--- config.mk ---
export PLATFORM = sky130hd
export DESIGN_NAME = hbus_port
export DESIGN_NICKNAME = d
export VERILOG_FILES = /design/src/rtl/hbus_pkg.sv /design/src/rtl/hbus_sync.sv /design/src/rtl/hbus_decode.sv /design/src/rtl/hbus_regs.sv /design/src/rtl/hbus_port.sv
export SDC_FILE = /design/constraint.sdc
export NUM_CORES = 1
export LEC_CHECK = 0
export BUFFER_PORTS_ARGS = -buffer_cell sky130_fd_sc_hd__buf_2
export CAP_MARGIN = 20
export CORE_UTILIZATION = 25
export CTS_BUF_LIST = sky130_fd_sc_hd__clkbuf_2 sky130_fd_sc_hd__clkbuf_4 sky130_fd_sc_hd__clkbuf_8
export DETAILED_ROUTE_END_ITERATION = 12
export MAX_ROUTING_LAYER = met4
export PLACE_DENSITY = 0.41
export SYNTH_ARGS = -nofsm -noshare
export SYNTH_HDL_FRONTEND = slang
export SYNTH_SLANG_ARGS = --single-unit
--- constraint.sdc ---
create_clock -name clk -period 3.6 [get_ports clk]
set_clock_uncertainty 0.05 [all_clocks]
set_input_delay 1.08 -clock clk [delete_from_list [all_inputs] [get_ports clk]]
set_output_delay 1.08 -clock clk [all_outputs]
set_load 0.005 [all_outputs]
--- src/rtl/hbus_pkg.sv ---
package hbus_pkg;
  localparam int DATA_W = 8;
  // control byte bit positions
  localparam int EN_PER = 6;
  localparam int EN_ALM = 5;
  localparam int EN_UPD = 4;
  localparam int EN_SQW = 3;
  // event vector positions
  localparam int EV_PER = 2;
  localparam int EV_ALM = 1;
  localparam int EV_UPD = 0;

  typedef enum logic {
    MODE_ENABLE = 1'b0,
    MODE_STROBE = 1'b1
  } bus_mode_e;

  typedef struct packed {
    logic per;
    logic alm;
    logic upd;
  } flags_t;
endpackage

--- src/rtl/hbus_sync.sv ---
module hbus_sync #(
  parameter int W      = 1,
  parameter int STAGES = 2,
  parameter logic [W-1:0] RST_VAL = '0
) (
  input  logic         clk,
  input  logic         rst,
  input  logic [W-1:0] d,
  output logic [W-1:0] q
);
  logic [W-1:0] stage [STAGES];

  for (genvar s = 0; s < STAGES; s++) begin : g_stage
    if (s == 0) begin : g_first
      always_ff @(posedge clk) begin
        if (rst) stage[0] <= RST_VAL;
        else     stage[0] <= d;
      end
    end else begin : g_next
      always_ff @(posedge clk) begin
        if (rst) stage[s] <= RST_VAL;
        else     stage[s] <= stage[s-1];
      end
    end
  end

  assign q = stage[STAGES-1];
endmodule

--- src/rtl/hbus_decode.sv ---
module hbus_decode
  import hbus_pkg::*;
#(
  parameter int STAGES = 2
) (
  input  logic clk,
  input  logic rst,
  input  logic mode_s,
  input  logic strb_s,
  input  logic rw_s,
  input  logic nrst_s,
  output logic wr_stb,
  output logic rd_act
);
  localparam int ARM_CNT = STAGES + 1;
  localparam int CNT_W   = $clog2(ARM_CNT + 1);

  logic [CNT_W-1:0] arm_cnt;
  logic             armed;
  logic             strb_d, rw_d, rw_hold;
  logic             strobe_fall, wen_rise;
  bus_mode_e        mode;

  assign mode = bus_mode_e'(mode_s);

  // edges are trusted only once the synchroniser holds real pin values
  always_ff @(posedge clk) begin
    if (rst) begin
      arm_cnt <= '0;
      armed   <= 1'b0;
    end else if (!armed) begin
      arm_cnt <= arm_cnt + 1'b1;
      armed   <= (arm_cnt == CNT_W'(ARM_CNT - 1));
    end
  end

  always_ff @(posedge clk) begin
    if (rst) begin
      strb_d  <= 1'b0;
      rw_d    <= 1'b1;
      rw_hold <= 1'b1;
    end else begin
      strb_d <= strb_s;
      rw_d   <= rw_s;
      if (strb_s) rw_hold <= rw_s;
    end
  end

  assign strobe_fall = strb_d & ~strb_s;
  assign wen_rise    = ~rw_d & rw_s;

  always_comb begin
    wr_stb = 1'b0;
    rd_act = 1'b0;
    if (nrst_s) begin
      if (mode == MODE_STROBE) begin
        rd_act = strb_s & rw_s;
        wr_stb = armed & strobe_fall & ~rw_hold;
      end else begin
        rd_act = ~strb_s;
        wr_stb = armed & wen_rise & strb_s;
      end
    end
  end
endmodule

--- src/rtl/hbus_regs.sv ---
module hbus_regs
  import hbus_pkg::*;
#(
  parameter int ADDR_W    = 6,
  parameter int CTRL_ADDR = 11,
  parameter int FLAG_ADDR = 12
) (
  input  logic              clk,
  input  logic              rst,
  input  logic              nrst_s,
  input  logic              wr_stb,
  input  logic              rd_act,
  input  logic [ADDR_W-1:0] addr_s,
  input  logic [DATA_W-1:0] wdata_s,
  input  logic [2:0]        evt,
  output logic [DATA_W-1:0] rdata,
  output logic              oe,
  output logic              irq_oe,
  output logic              sqw_en,
  output logic [DATA_W-1:0] ctrl_o
);
  localparam int DEPTH = 1 << ADDR_W;
  localparam logic [ADDR_W-1:0] A_CTRL = ADDR_W'(CTRL_ADDR);
  localparam logic [ADDR_W-1:0] A_FLAG = ADDR_W'(FLAG_ADDR);

  logic [DATA_W-1:0] mem [DEPTH];
  logic [DATA_W-1:0] ram_q, ctrl_q, flag_byte;
  logic [ADDR_W-1:0] addr_q;
  flags_t            flags_q;
  logic              summary;

  // general storage, no reset so it maps onto block RAM
  always_ff @(posedge clk) begin
    if (wr_stb) mem[addr_s] <= wdata_s;
    ram_q <= mem[addr_s];
  end

  always_ff @(posedge clk) begin
    if (rst) addr_q <= '0;
    else     addr_q <= addr_s;
  end

  always_ff @(posedge clk) begin
    if (rst) begin
      ctrl_q <= '0;
    end else if (!nrst_s) begin
      ctrl_q[EN_PER] <= 1'b0;
      ctrl_q[EN_ALM] <= 1'b0;
      ctrl_q[EN_UPD] <= 1'b0;
      ctrl_q[EN_SQW] <= 1'b0;
    end else if (wr_stb && addr_s == A_CTRL) begin
      ctrl_q <= wdata_s;
    end
  end

  always_ff @(posedge clk) begin
    if (rst || !nrst_s) begin
      flags_q <= '0;
    end else begin
      flags_q.per <= flags_q.per | evt[EV_PER];
      flags_q.alm <= flags_q.alm | evt[EV_ALM];
      flags_q.upd <= flags_q.upd | evt[EV_UPD];
    end
  end

  assign summary = (flags_q.per & ctrl_q[EN_PER]) |
                   (flags_q.alm & ctrl_q[EN_ALM]) |
                   (flags_q.upd & ctrl_q[EN_UPD]);
  assign flag_byte = {summary, flags_q.per, flags_q.alm, flags_q.upd, 4'b0000};

  always_ff @(posedge clk) begin
    if (rst) begin
      rdata  <= '0;
      oe     <= 1'b0;
      irq_oe <= 1'b0;
      sqw_en <= 1'b0;
    end else begin
      if (addr_q == A_CTRL)      rdata <= ctrl_q;
      else if (addr_q == A_FLAG) rdata <= flag_byte;
      else                       rdata <= ram_q;
      oe     <= rd_act;
      irq_oe <= nrst_s & summary;
      sqw_en <= ctrl_q[EN_SQW];
    end
  end

  assign ctrl_o = ctrl_q;
endmodule

--- src/rtl/hbus_port.sv ---
module hbus_port
  import hbus_pkg::*;
#(
  parameter int ADDR_W    = 6,
  parameter int CTRL_ADDR = 11,
  parameter int FLAG_ADDR = 12,
  parameter int STAGES    = 2
) (
  input  logic              clk,
  input  logic              rst,
  input  logic              mode_i,
  input  logic              strb_i,
  input  logic              rw_i,
  input  logic              nrst_i,
  input  logic [ADDR_W-1:0] addr_i,
  input  logic [DATA_W-1:0] dq_i,
  output logic [DATA_W-1:0] dq_o,
  output logic              dq_oe_o,
  input  logic [2:0]        evt_i,
  output logic              irq_oe_o,
  output logic              sqw_en_o
);
  localparam int BUS_W = ADDR_W + DATA_W;

  logic [3:0]        ctl_s;
  logic [BUS_W-1:0]  bus_s;
  logic              mode_s, strb_s, rw_s, nrst_s;
  logic [ADDR_W-1:0] addr_s;
  logic [DATA_W-1:0] wdata_s;
  logic              wr_stb, rd_act;
  logic [DATA_W-1:0] ctrl_byte;

  hbus_sync #(.W(4), .STAGES(STAGES), .RST_VAL(4'b0010)) u_sync_ctl (
    .clk(clk), .rst(rst),
    .d({mode_i, strb_i, rw_i, nrst_i}),
    .q(ctl_s)
  );

  hbus_sync #(.W(BUS_W), .STAGES(STAGES), .RST_VAL('0)) u_sync_bus (
    .clk(clk), .rst(rst),
    .d({addr_i, dq_i}),
    .q(bus_s)
  );

  assign {mode_s, strb_s, rw_s, nrst_s} = ctl_s;
  assign {addr_s, wdata_s}              = bus_s;

  hbus_decode #(.STAGES(STAGES)) u_dec (
    .clk(clk), .rst(rst),
    .mode_s(mode_s), .strb_s(strb_s), .rw_s(rw_s), .nrst_s(nrst_s),
    .wr_stb(wr_stb), .rd_act(rd_act)
  );

  hbus_regs #(.ADDR_W(ADDR_W), .CTRL_ADDR(CTRL_ADDR), .FLAG_ADDR(FLAG_ADDR)) u_regs (
    .clk(clk), .rst(rst), .nrst_s(nrst_s),
    .wr_stb(wr_stb), .rd_act(rd_act),
    .addr_s(addr_s), .wdata_s(wdata_s), .evt(evt_i),
    .rdata(dq_o), .oe(dq_oe_o), .irq_oe(irq_oe_o), .sqw_en(sqw_en_o),
    .ctrl_o(ctrl_byte)
  );
endmodule

==> impl_metrics.env, run 1 <==
export IMPL_synthesis_nets=1422
export IMPL_path_cells="buf_4 -> mux2_2 -> a221oi_1 -> a211oi_1 -> o21ai_0 -> nand3_1 -> or3_1"
export IMPL_max_freq_ghz=0.301
export IMPL_drc=0
export IMPL_path_max_fanout=31
export IMPL_io_pins=34
export IMPL_p_int_mw=11.2
export IMPL_synthArstFlopShare_pct=0
export IMPL_cp_required_ns=4.12
export IMPL_start_util_pct=25.4
export IMPL_synth_area_um2=22200
export IMPL_max_cap_violations=0
export IMPL_ys_flop_type="edfxtp_1"
export IMPL_drive_above_1_share_pct=24.9
export IMPL_p_switching_mw=3.28
export IMPL_worst_setup_path_start_kind="flop"
export IMPL_cts_root_buffer_cell="clkbuf_8"
export IMPL_final_nets=1614
export IMPL_layout_setup_ws_ns=0.274
export IMPL_power_share_clock_pct=43.7
export IMPL_cts_tree="done"
export IMPL_clockBufferDepth=3
export IMPL_cts_made_buffers=101
export IMPL_die_height_um=300
export IMPL_synth_edf_count=512
export IMPL_setup_tns_ns=0
export IMPL_crit_path_top_delay_cell="o21ai_0"
export IMPL_fin_util_pct=30.6
export IMPL_timing_final_crit_share_pct=92.4
export IMPL_critPathArrivalTime_ns=3.84
export IMPL_critPathKind="flop to flop"
export IMPL_worst_pin_slew_ns=1.18
export IMPL_p_seq_share_pct=52.1
export IMPL_drt_vias_per_instance=4.90
export IMPL_preCtsSetupSlack_ns=0.286
export IMPL_period_needed_ns=3.33
export IMPL_overflow=0
export IMPL_fin_hold_ws_ns=0.369
export IMPL_grt_pass1_vias=13900
export IMPL_placed_area_um2=24700
export IMPL_gp_congestion=0.865
export IMPL_drt_iter0_drc=1379
export IMPL_firstDrtPassIters=5
export IMPL_status="finished clean"
export IMPL_area_delta_synth_final_pct=20.6
export IMPL_clkTransAtPathRegs_ns=0.06
export IMPL_p_total_mw=14.5
export IMPL_place_hpwl_um=49000
export IMPL_nFillCells=8642
export IMPL_io_buffers=33
export IMPL_hold_buffers=0
export IMPL_synth_seq_cells=590
export IMPL_synth_top_cell_area_share_pct=69.2
export IMPL_cts_resized=0
export IMPL_slew_headroom_pct=21.4
export IMPL_setup_viol=0
export IMPL_grt_pass1_wl_um=106000
export IMPL_die_area_um2=90100
export IMPL_vias=13900
export IMPL_antenna_left=0
export IMPL_ir_drop_mv=0.253
export IMPL_cts_sinks=590
export IMPL_die_x_um=300
export IMPL_synth_top_area_cell="edfxtp_1"
export IMPL_grt_setup_unrepaired="false"
export IMPL_synth_area_per_cell_um2=15.9
export IMPL_crit_buf_inv=1
export IMPL_finalHoldViolations=0
export IMPL_fin_cells=2830
export IMPL_p_leak_nw=8.81
export IMPL_final_area_um2=26800
export IMPL_fp_row_count=108
export IMPL_fp_coreArea_um2=87400
export IMPL_grt_max_degree=66
export IMPL_htree_num_levels=3
export IMPL_maxSlewViolCount=0
export IMPL_yosysWarnings=0
export IMPL_clock_latency_ns=0.72
export IMPL_yosysSeqAreaShare_pct=76.2
export IMPL_power_density_nw_per_um2=541
export IMPL_wire_per_inst_um=26.5
export IMPL_cp_top_family="compound AO/OA/AOI/OAI gates"
export IMPL_final_common_cell="edfxtp_1"
export IMPL_p_sw_share_pct=22.6
export IMPL_grt_usage_pct=17.1
export IMPL_synth_cell_types=59
export IMPL_synthTopCellsByArea="edfxtp_1, dfxtp_1, a22oi_1, a221oi_1, nor2_1"
export IMPL_hold_class="flop to flop"
export IMPL_end_kind="flop"
export IMPL_dp_cells=2642
export IMPL_synthCells=1398
export IMPL_antenna_found_initial=2
export IMPL_drt_total_wl_um=75100
export IMPL_slowest_delay_ns=0.63
export IMPL_postCtsSetupRepairBufs=0
export IMPL_layout_common_cells="edfxtp_1, buf_4, nor2_1"
export IMPL_combPwrFrac_pct=4.3
==> cell families after synthesis <==
| family | synth area share, % |
|---|---|
| buffers and inverters | 2.29 |
| multiplexers | 3.99 |
| AO/OA/AOI/OAI | 11.5 |
| AND/OR/NAND/NOR | 5.96 |
| adder cells (fa/ha/maj) | 0.0563 |
| XOR/XNOR | 0.0394 |
| flip-flops | 76.2 |
==> metal layers <==
| metal | GRT usage [%] | routed length (um) |
|---|---|---|
| met3 | 2.94 | 4730 |
| met2 | 26.1 | 35000 |
| met5 | - | 0 |
| met4 | 3.73 | 1300 |
| met1 | 23.7 | 34100 |
==> final timing paths <==
path / start / end / slack (ns) / cells past startpoint
max: u_sync_bus.stage[1][9] / u_regs.ram_q[2] / 0.27 / 7
min: u_sync_ctl.stage[0][1] / u_sync_ctl.stage[1][1] / 0.37 / 1
max reg2reg: u_sync_bus.stage[1][9] / u_regs.ram_q[2] / 0.27 / 7
min reg2reg: u_sync_ctl.stage[0][1] / u_sync_ctl.stage[1][1] / 0.37 / 1
==> final cells by class <==
type	count	area (um^2)	area share (%)
sequential	590	17000	63.3
clock buffer	149	1830	6.81
inverter	6	22.5	0.0841
clock inverter	38	297	1.11
multi-input combinational	704	4820	18.0
antenna	1	2.50	0.00934
tap	1155	1450	5.39
timing repair buffer	187	1420	5.30
==> synth_stat cells (all sizes together), types with 7 or more instances <==
cell / count
nor2: 125
mux4: 8
o22ai: 24
nor2b: 45
nand3: 21
a211oi: 10
a22oi: 90
a21oi: 37
nor3: 17
a22o: 11
o221ai: 11
nand2: 37
o21ai: 53
buf: 58
mux2: 22
edfxtp: 512
mux2i: 45
clkbuf: 40
a222oi: 7
a221oi: 73
dfxtp: 78
==> power groups by stage <==
stage | Combinational [mW] | Clock [mW] | Sequential (mW)
floorplan | 0.321 | 0 | 7.66
global placement | 0.594 | 0 | 7.70
detailed placement | 0.615 | 0 | 7.69
CTS | 0.617 | 6.47 | 7.55
global route | 0.659 | 6.77 | 7.55
finish | 0.617 | 6.33 | 7.55
==> sequential cells by signal, indices dropped and copies added, names as in the netlist, 2 cells and up <==
register / count
u_sync_ctl.stage: 8
u_regs.ram_q: 8
u_dec.arm_cnt: 2
u_regs.flag_byte: 3
u_regs.rdata: 8
u_sync_bus.stage: 28
u_regs.mem: 512
u_regs.addr_q: 6
u_regs.ctrl_o: 8
==> worst reg2reg max path, cell delays in order, from the launching register on <==
cell	delay, ns
dfxtp_4	0.62
buf_4	0.52
mux2_2	0.44
a221oi_1	0.33
a211oi_1	0.10
o21ai_0	0.63
nand3_1	0.13
or3_1	0.37
(Power assumes the default switching activity.)
==> inputs of run 2 (changes only) <==
Settings changed: BUFFER_PORTS_ARGS -buffer_cell sky130_fd_sc_hd__buf_2 to not set, DONT_BUFFER_PORTS set to 1, PLACE_DENSITY 0.41 to 0.49.
Clock period 3.6 ns to 3.4 ns, I/O delays scaled along.
==> impl_metrics.env, run 2 (synthesis results as in run 1) <==
export IMPL_setup_tns_ns=0
export IMPL_r2r_start="u_sync_bus.stage[1][8]"
export IMPL_r2r_end="u_regs.ram_q[3]"
export IMPL_hold_class="input port to flop"
export IMPL_grt_max_degree=66
export IMPL_io_buffers=0
export IMPL_max_cap_violations=0
export IMPL_wire_per_inst_um=25.6
export IMPL_top_register="u_regs.mem"
export IMPL_p_leak_nw=8.56
export IMPL_place_hpwl_um=45300
export IMPL_cts_sinks=590
export IMPL_nFillCells=8657
export IMPL_power_density_nw_per_um2=561
export IMPL_start_util_pct=25.4
export IMPL_antenna_found_initial=2
export IMPL_max_freq_ghz=0.318
export IMPL_drt_vias_per_instance=4.94
export IMPL_io_pins=34
export IMPL_reg2reg_slack_ns=0.25
export IMPL_ff_latch_area_um2=17000
export IMPL_die_area_um2=90100
export IMPL_drive_above_1_share_pct=22.7
export IMPL_p_switching_mw=3.38
export IMPL_postCtsSetupRepairBufs=0
export IMPL_die_height_um=300
export IMPL_setup_viol=0
export IMPL_ir_drop_mv=0.393
export IMPL_drt_total_wl_um=71600
export IMPL_die_x_um=300
export IMPL_status="finished clean"
export IMPL_cp_required_ns=3.91
export IMPL_cts_root_buffer_cell="clkbuf_8"
export IMPL_overflow=0
export IMPL_grt_setup_unrepaired="false"
export IMPL_reg_top3="u_regs.mem: 512 flops, u_sync_bus.stage: 28 flops"
export IMPL_antenna_left=0
export IMPL_area_delta_synth_final_pct=19.0
export IMPL_hold_end="u_regs.addr_q[0]"
export IMPL_drc=0
export IMPL_finalHoldViolations=0
export IMPL_p_seq_share_pct=53.9
export IMPL_final_common_cell="edfxtp_1"
export IMPL_firstDrtPassIters=6
export IMPL_cts_tree="done"
export IMPL_slew_headroom_pct=22.9
export IMPL_hold_buffers=0
export IMPL_multi_input_area_um2=4820
export IMPL_grt_pass1_wl_um=101000
export IMPL_layout_setup_ws_ns=0.251
export IMPL_path_max_fanout=43
export IMPL_preCtsSetupSlack_ns=0.350
export IMPL_largest_reg_flops=512
export IMPL_p_int_mw=11.5
export IMPL_clock_latency_ns=0.69
export IMPL_drt_iter0_drc=1763
export IMPL_fp_coreArea_um2=87400
export IMPL_clkTransAtPathRegs_ns=0.06
export IMPL_maxSlewViolCount=0
export IMPL_gp_congestion=0.903
export IMPL_fp_row_count=108
export IMPL_worst_setup_path_start_kind="flop"
export IMPL_critPathArrivalTime_ns=3.66
export IMPL_timing_final_crit_share_pct=92.6
export IMPL_power_share_clock_pct=42.0
export IMPL_cts_made_buffers=99
export IMPL_hold_depth=1
export IMPL_layout_common_cells="edfxtp_1, buf_4, nor2_1"
export IMPL_htree_num_levels=3
export IMPL_min_delay_start="rst"
export IMPL_grt_usage_pct=16.2
export IMPL_worst_pin_slew_ns=1.16
export IMPL_final_nets=1578
export IMPL_reg2reg_depth=8
export IMPL_clockBufferDepth=3
export IMPL_end_kind="flop"
export IMPL_combPwrFrac_pct=4.1
export IMPL_critPathKind="flop to flop"
export IMPL_p_sw_share_pct=22.8
export IMPL_vias=13800
export IMPL_period_needed_ns=3.15
export IMPL_cts_resized=0
export IMPL_grt_pass1_vias=13500
run 2: changes by cell type in the layout (fill, tap and decap cells not counted), sizes merged:
cell,previous run,this run
clkinv,30,40
bufinv,4,2
clkinvlp,0,4
clkbuf,149,137
buf,187,153
inv,10,7
run 2: layout make-up:
| cell class | instances | area share, % |
|---|---|---|
| flip-flops and latches | 590 | 64.1 |
| repair buffers | 153 | 4.67 |
| clock buffers | 137 | 6.37 |
| well taps | 1155 | 5.47 |
| clock inverters | 47 | 1.03 |
| multi-input cells | 704 | 18.2 |
| diodes | 1 | 0.00946 |
| inverters | 6 | 0.0852 |
run 2: power groups by stage:
stage	registers, mW	logic [mW]	clock network, mW
3_5_place_dp	8.14	0.607	0
4_1_cts	7.99	0.608	6.36
3_3_place_gp	8.14	0.602	0
2_1_floorplan	8.11	0.340	0
6_report	7.99	0.613	6.23
5_1_grt	8.00	0.651	6.68
run 2: through the flow:
| stage | cells | hold slack [ns] | power (mW) | area, um^2 | utilization (%) |
|---|---|---|---|---|---|
| floorplan | 1398 | 0.339 | 8.45 | 22200 | - |
| global placement | 2608 | 0.372 | 8.74 | 24500 | 28.0 |
| detailed placement | 2608 | 0.378 | 8.75 | 24500 | 28.0 |
| CTS | 2792 | 0.294 | 15.0 | 26400 | 30.2 |
| global route | 2793 | 0.294 | 15.3 | 26400 | 30.2 |
| finish | 2793 | 0.355 | 14.8 | 26400 | 30.2 |
run 2: metal layers:
layer  global-route usage [%]  vias to the layer above  routed length (um)
met1                     21.0                     7051               30100
met4                     4.79                        0                2020
met2                     24.7                      702               33300
met3                     4.41                      125                6230
met5                        -                        -                   0
li1                         -                     5912                   -
run 2: worst max path at each step:
stage | startpoint | end | slack, ns | depth (start not counted)
floorplan | u_sync_bus.stage[1][8] | u_regs.mem[19][0] | 1.11 | 6
global placement | u_sync_bus.stage[1][10] | u_regs.ram_q[6] | 0.35 | 6
detailed placement | u_sync_bus.stage[1][10] | u_regs.ram_q[6] | 0.35 | 6
CTS | u_sync_bus.stage[1][8] | u_regs.ram_q[3] | 0.34 | 8
global route | u_sync_bus.stage[1][8] | u_regs.ram_q[3] | 0.21 | 8
finish | u_sync_bus.stage[1][8] | u_regs.ram_q[3] | 0.25 | 8
run 2: worst max-delay path: stages, from the launching register on:
cell and delay, ns:
dfxtp_2 0.35, buf_12 0.28, nor2b_4 0.15, buf_12 0.19, a221oi_1 0.34, nor2_1 0.15, o21ai_0 0.61, o311ai_1 0.24
or4_1 0.50
==> inputs of run 3 (changes only) <==
Settings changed: ABC_AREA set to 1.
==> impl_metrics.env, run 3 <==
export IMPL_status="finished clean"
export IMPL_layout_common_cells="nand2_1, edfxtp_1, nor2_1"
export IMPL_period_needed_ns=2.54
export IMPL_antenna_found_initial=1
export IMPL_drive_above_1_share_pct=11.0
export IMPL_p_switching_mw=3.40
export IMPL_yosysWarnings=0
export IMPL_final_common_cell="nand2_1"
export IMPL_ir_drop_mv=0.213
export IMPL_postCtsSetupRepairBufs=0
export IMPL_clkTransAtPathRegs_ns=0.05
export IMPL_synth_seq_cells=590
export IMPL_yosysSeqAreaShare_pct=69.4
export IMPL_reg_top3="u_regs.mem: 512 flops, u_sync_bus.stage: 28 flops"
export IMPL_synth_top_area_cell="edfxtp_1"
export IMPL_place_hpwl_um=36800
export IMPL_crit_path_top_delay_cell="nor2_1"
export IMPL_synth_area_um2=24400
export IMPL_fp_row_count=114
export IMPL_p_sw_share_pct=22.7
export IMPL_top_register="u_regs.mem"
export IMPL_io_buffers=0
export IMPL_cp_required_ns=3.65
export IMPL_crit_buf_inv=1
export IMPL_cts_root_buffer_cell="clkbuf_8"
export IMPL_synthArstFlopShare_pct=0
export IMPL_grt_setup_unrepaired="false"
export IMPL_maxSlewViolCount=0
export IMPL_yosysMostFrequentCell="nand2_1"
export IMPL_ys_flop_type="edfxtp_1"
export IMPL_multi_input_area_um2=6520
export IMPL_firstDrtPassIters=7
export IMPL_grt_pass1_vias=15800
export IMPL_slowest_delay_ns=0.69
export IMPL_drt_vias_per_instance=4.14
export IMPL_largest_reg_flops=512
export IMPL_overflow=0
export IMPL_synth_edf_count=512
export IMPL_start_util_pct=25.2
export IMPL_end_kind="flop"
export IMPL_antenna_left=0
export IMPL_worst_pin_slew_ns=0.995
export IMPL_clockBufferDepth=3
export IMPL_fin_util_pct=29.1
export IMPL_synthTopCellsByArea="edfxtp_1, nand2_1, dfxtp_1, nor2_1, buf_2"
export IMPL_synth_area_per_cell_um2=10.0
export IMPL_combPwrFrac_pct=4.0
export IMPL_p_int_mw=11.6
export IMPL_wire_per_inst_um=16.6
export IMPL_path_max_fanout=8
export IMPL_yosys_top_cells_count="nand2_1, edfxtp_1, nor2_1"
export IMPL_htree_num_levels=3
export IMPL_finalHoldViolations=0
export IMPL_drc=0
export IMPL_synthCells=2438
export IMPL_critPathKind="flop to flop"
export IMPL_die_area_um2=98800
export IMPL_max_freq_ghz=0.394
export IMPL_grt_max_degree=122
export IMPL_fp_coreArea_um2=96700
export IMPL_critPathLaunch="u_sync_ctl.stage[1][2]"
export IMPL_drt_total_wl_um=64400
export IMPL_hold_class="input port to flop"
export IMPL_ff_latch_area_um2=17000
export IMPL_drt_iter0_drc=1110
export IMPL_area_delta_synth_final_pct=15.2
export IMPL_cts_sinks=590
export IMPL_p_leak_nw=11.7
export IMPL_cp_top_family="simple AND/OR/NAND/NOR gates"
export IMPL_critPathArrivalTime_ns=2.79
export IMPL_final_nets=2535
export IMPL_path_cells="nand2_1 -> o31ai_4 -> inv_2 -> nor2_8 -> nand4_4 -> nor2_1"
export IMPL_placed_area_um2=26100
export IMPL_vias=16000
export IMPL_grt_usage_pct=13.4
export IMPL_power_share_clock_pct=42.8
export IMPL_nFillCells=10200
export IMPL_reg2reg_slack_ns=0.86
export IMPL_synth_cell_types=30
export IMPL_worst_setup_path_start_kind="flop"
export IMPL_hold_buffers=0
export IMPL_setup_tns_ns=0
export IMPL_cts_made_buffers=101
export IMPL_r2r_start="u_sync_ctl.stage[1][2]"
export IMPL_synthesis_nets=2462
export IMPL_final_area_um2=28100
export IMPL_slew_headroom_pct=33.7
export IMPL_clock_latency_ns=0.70
export IMPL_p_seq_share_pct=53.1
export IMPL_gp_congestion=0.809
export IMPL_io_pins=34
export IMPL_timing_final_crit_share_pct=74.7
export IMPL_die_height_um=314
export IMPL_grt_pass1_wl_um=96900
export IMPL_cts_tree="done"
export IMPL_p_total_mw=15.0
export IMPL_max_cap_violations=0
export IMPL_die_x_um=314
export IMPL_synth_top_cell_area_share_pct=63.0
export IMPL_min_delay_start="rst"
export IMPL_cts_resized=0
export IMPL_power_density_nw_per_um2=534
export IMPL_setup_viol=0
[run 3: cell types whose count changed in the layout (fill, tap and decap cells not counted), sizes merged, moves of 45 or more]
cell,previous run,this run
nand2,37,1424
a22oi,90,0
inv,7,85
buf,153,76
a221oi,73,0
mux2i,45,0
nor2b,45,0
[run 3: through the flow]
| step | hold slack [ns] | instances | setup WS [ns] |
|---|---|---|---|
| finish | 0.334 | 3871 | 0.860 |
| global route | 0.274 | 3870 | 0.696 |
| CTS | 0.259 | 3869 | 0.812 |
| detailed placement | 0.337 | 3684 | 0.853 |
| global placement | 0.338 | 3684 | 0.840 |
| floorplan | 0.338 | 2438 | 1.51 |
[run 3: cell type report]
cell class,instances,share of cell area (%)
Antenna cell,2,0.0178
Sequential cell,590,60.3
Clock buffer,141,6.13
Tap cell,1276,5.68
Inverter,84,1.16
Clock inverter,44,1.07
Multi-Input combinational cell,1658,23.2
Timing Repair Buffer,76,2.43
[run 3: cells by family after synthesis]
family                   synth area share, %
AND/OR/NAND/NOR                         25.8
flip-flops                              69.4
buffers and inverters                   3.83
AO/OA/AOI/OAI                          0.887
adder cells (fa/ha/maj)               0.0513
[run 3: routing by layer]
| layer | share of wire, % | up-vias | global-route usage [%] |
|---|---|---|---|
| li1 | - | 7971 | - |
| met4 | 2.9 | 0 | 4.76 |
| met5 | 0 | - | - |
| met1 | 47 | 7546 | 17.6 |
| met3 | 5.2 | 128 | 2.66 |
| met2 | 45 | 367 | 20.6 |
[run 3: final timing paths]
path / cells after the start / endpoint
worst max-delay path: 6 / u_regs.mem[38][6]
worst min-delay path: 1 / u_sync_bus.stage[1][0]
worst min register to register: 2 / u_sync_bus.stage[1][4]
worst max register to register: 6 / u_regs.mem[38][6]
[run 3: power by group through the flow]
stage	sequential, mW	combinational [mW]	clock (mW)
final	7.98	0.607	6.43
after global routing	7.98	0.692	6.89
after CTS	7.98	0.619	6.60
after detailed placement	8.13	0.616	0
after global placement	8.13	0.615	0
after floorplan	8.09	0.410	0
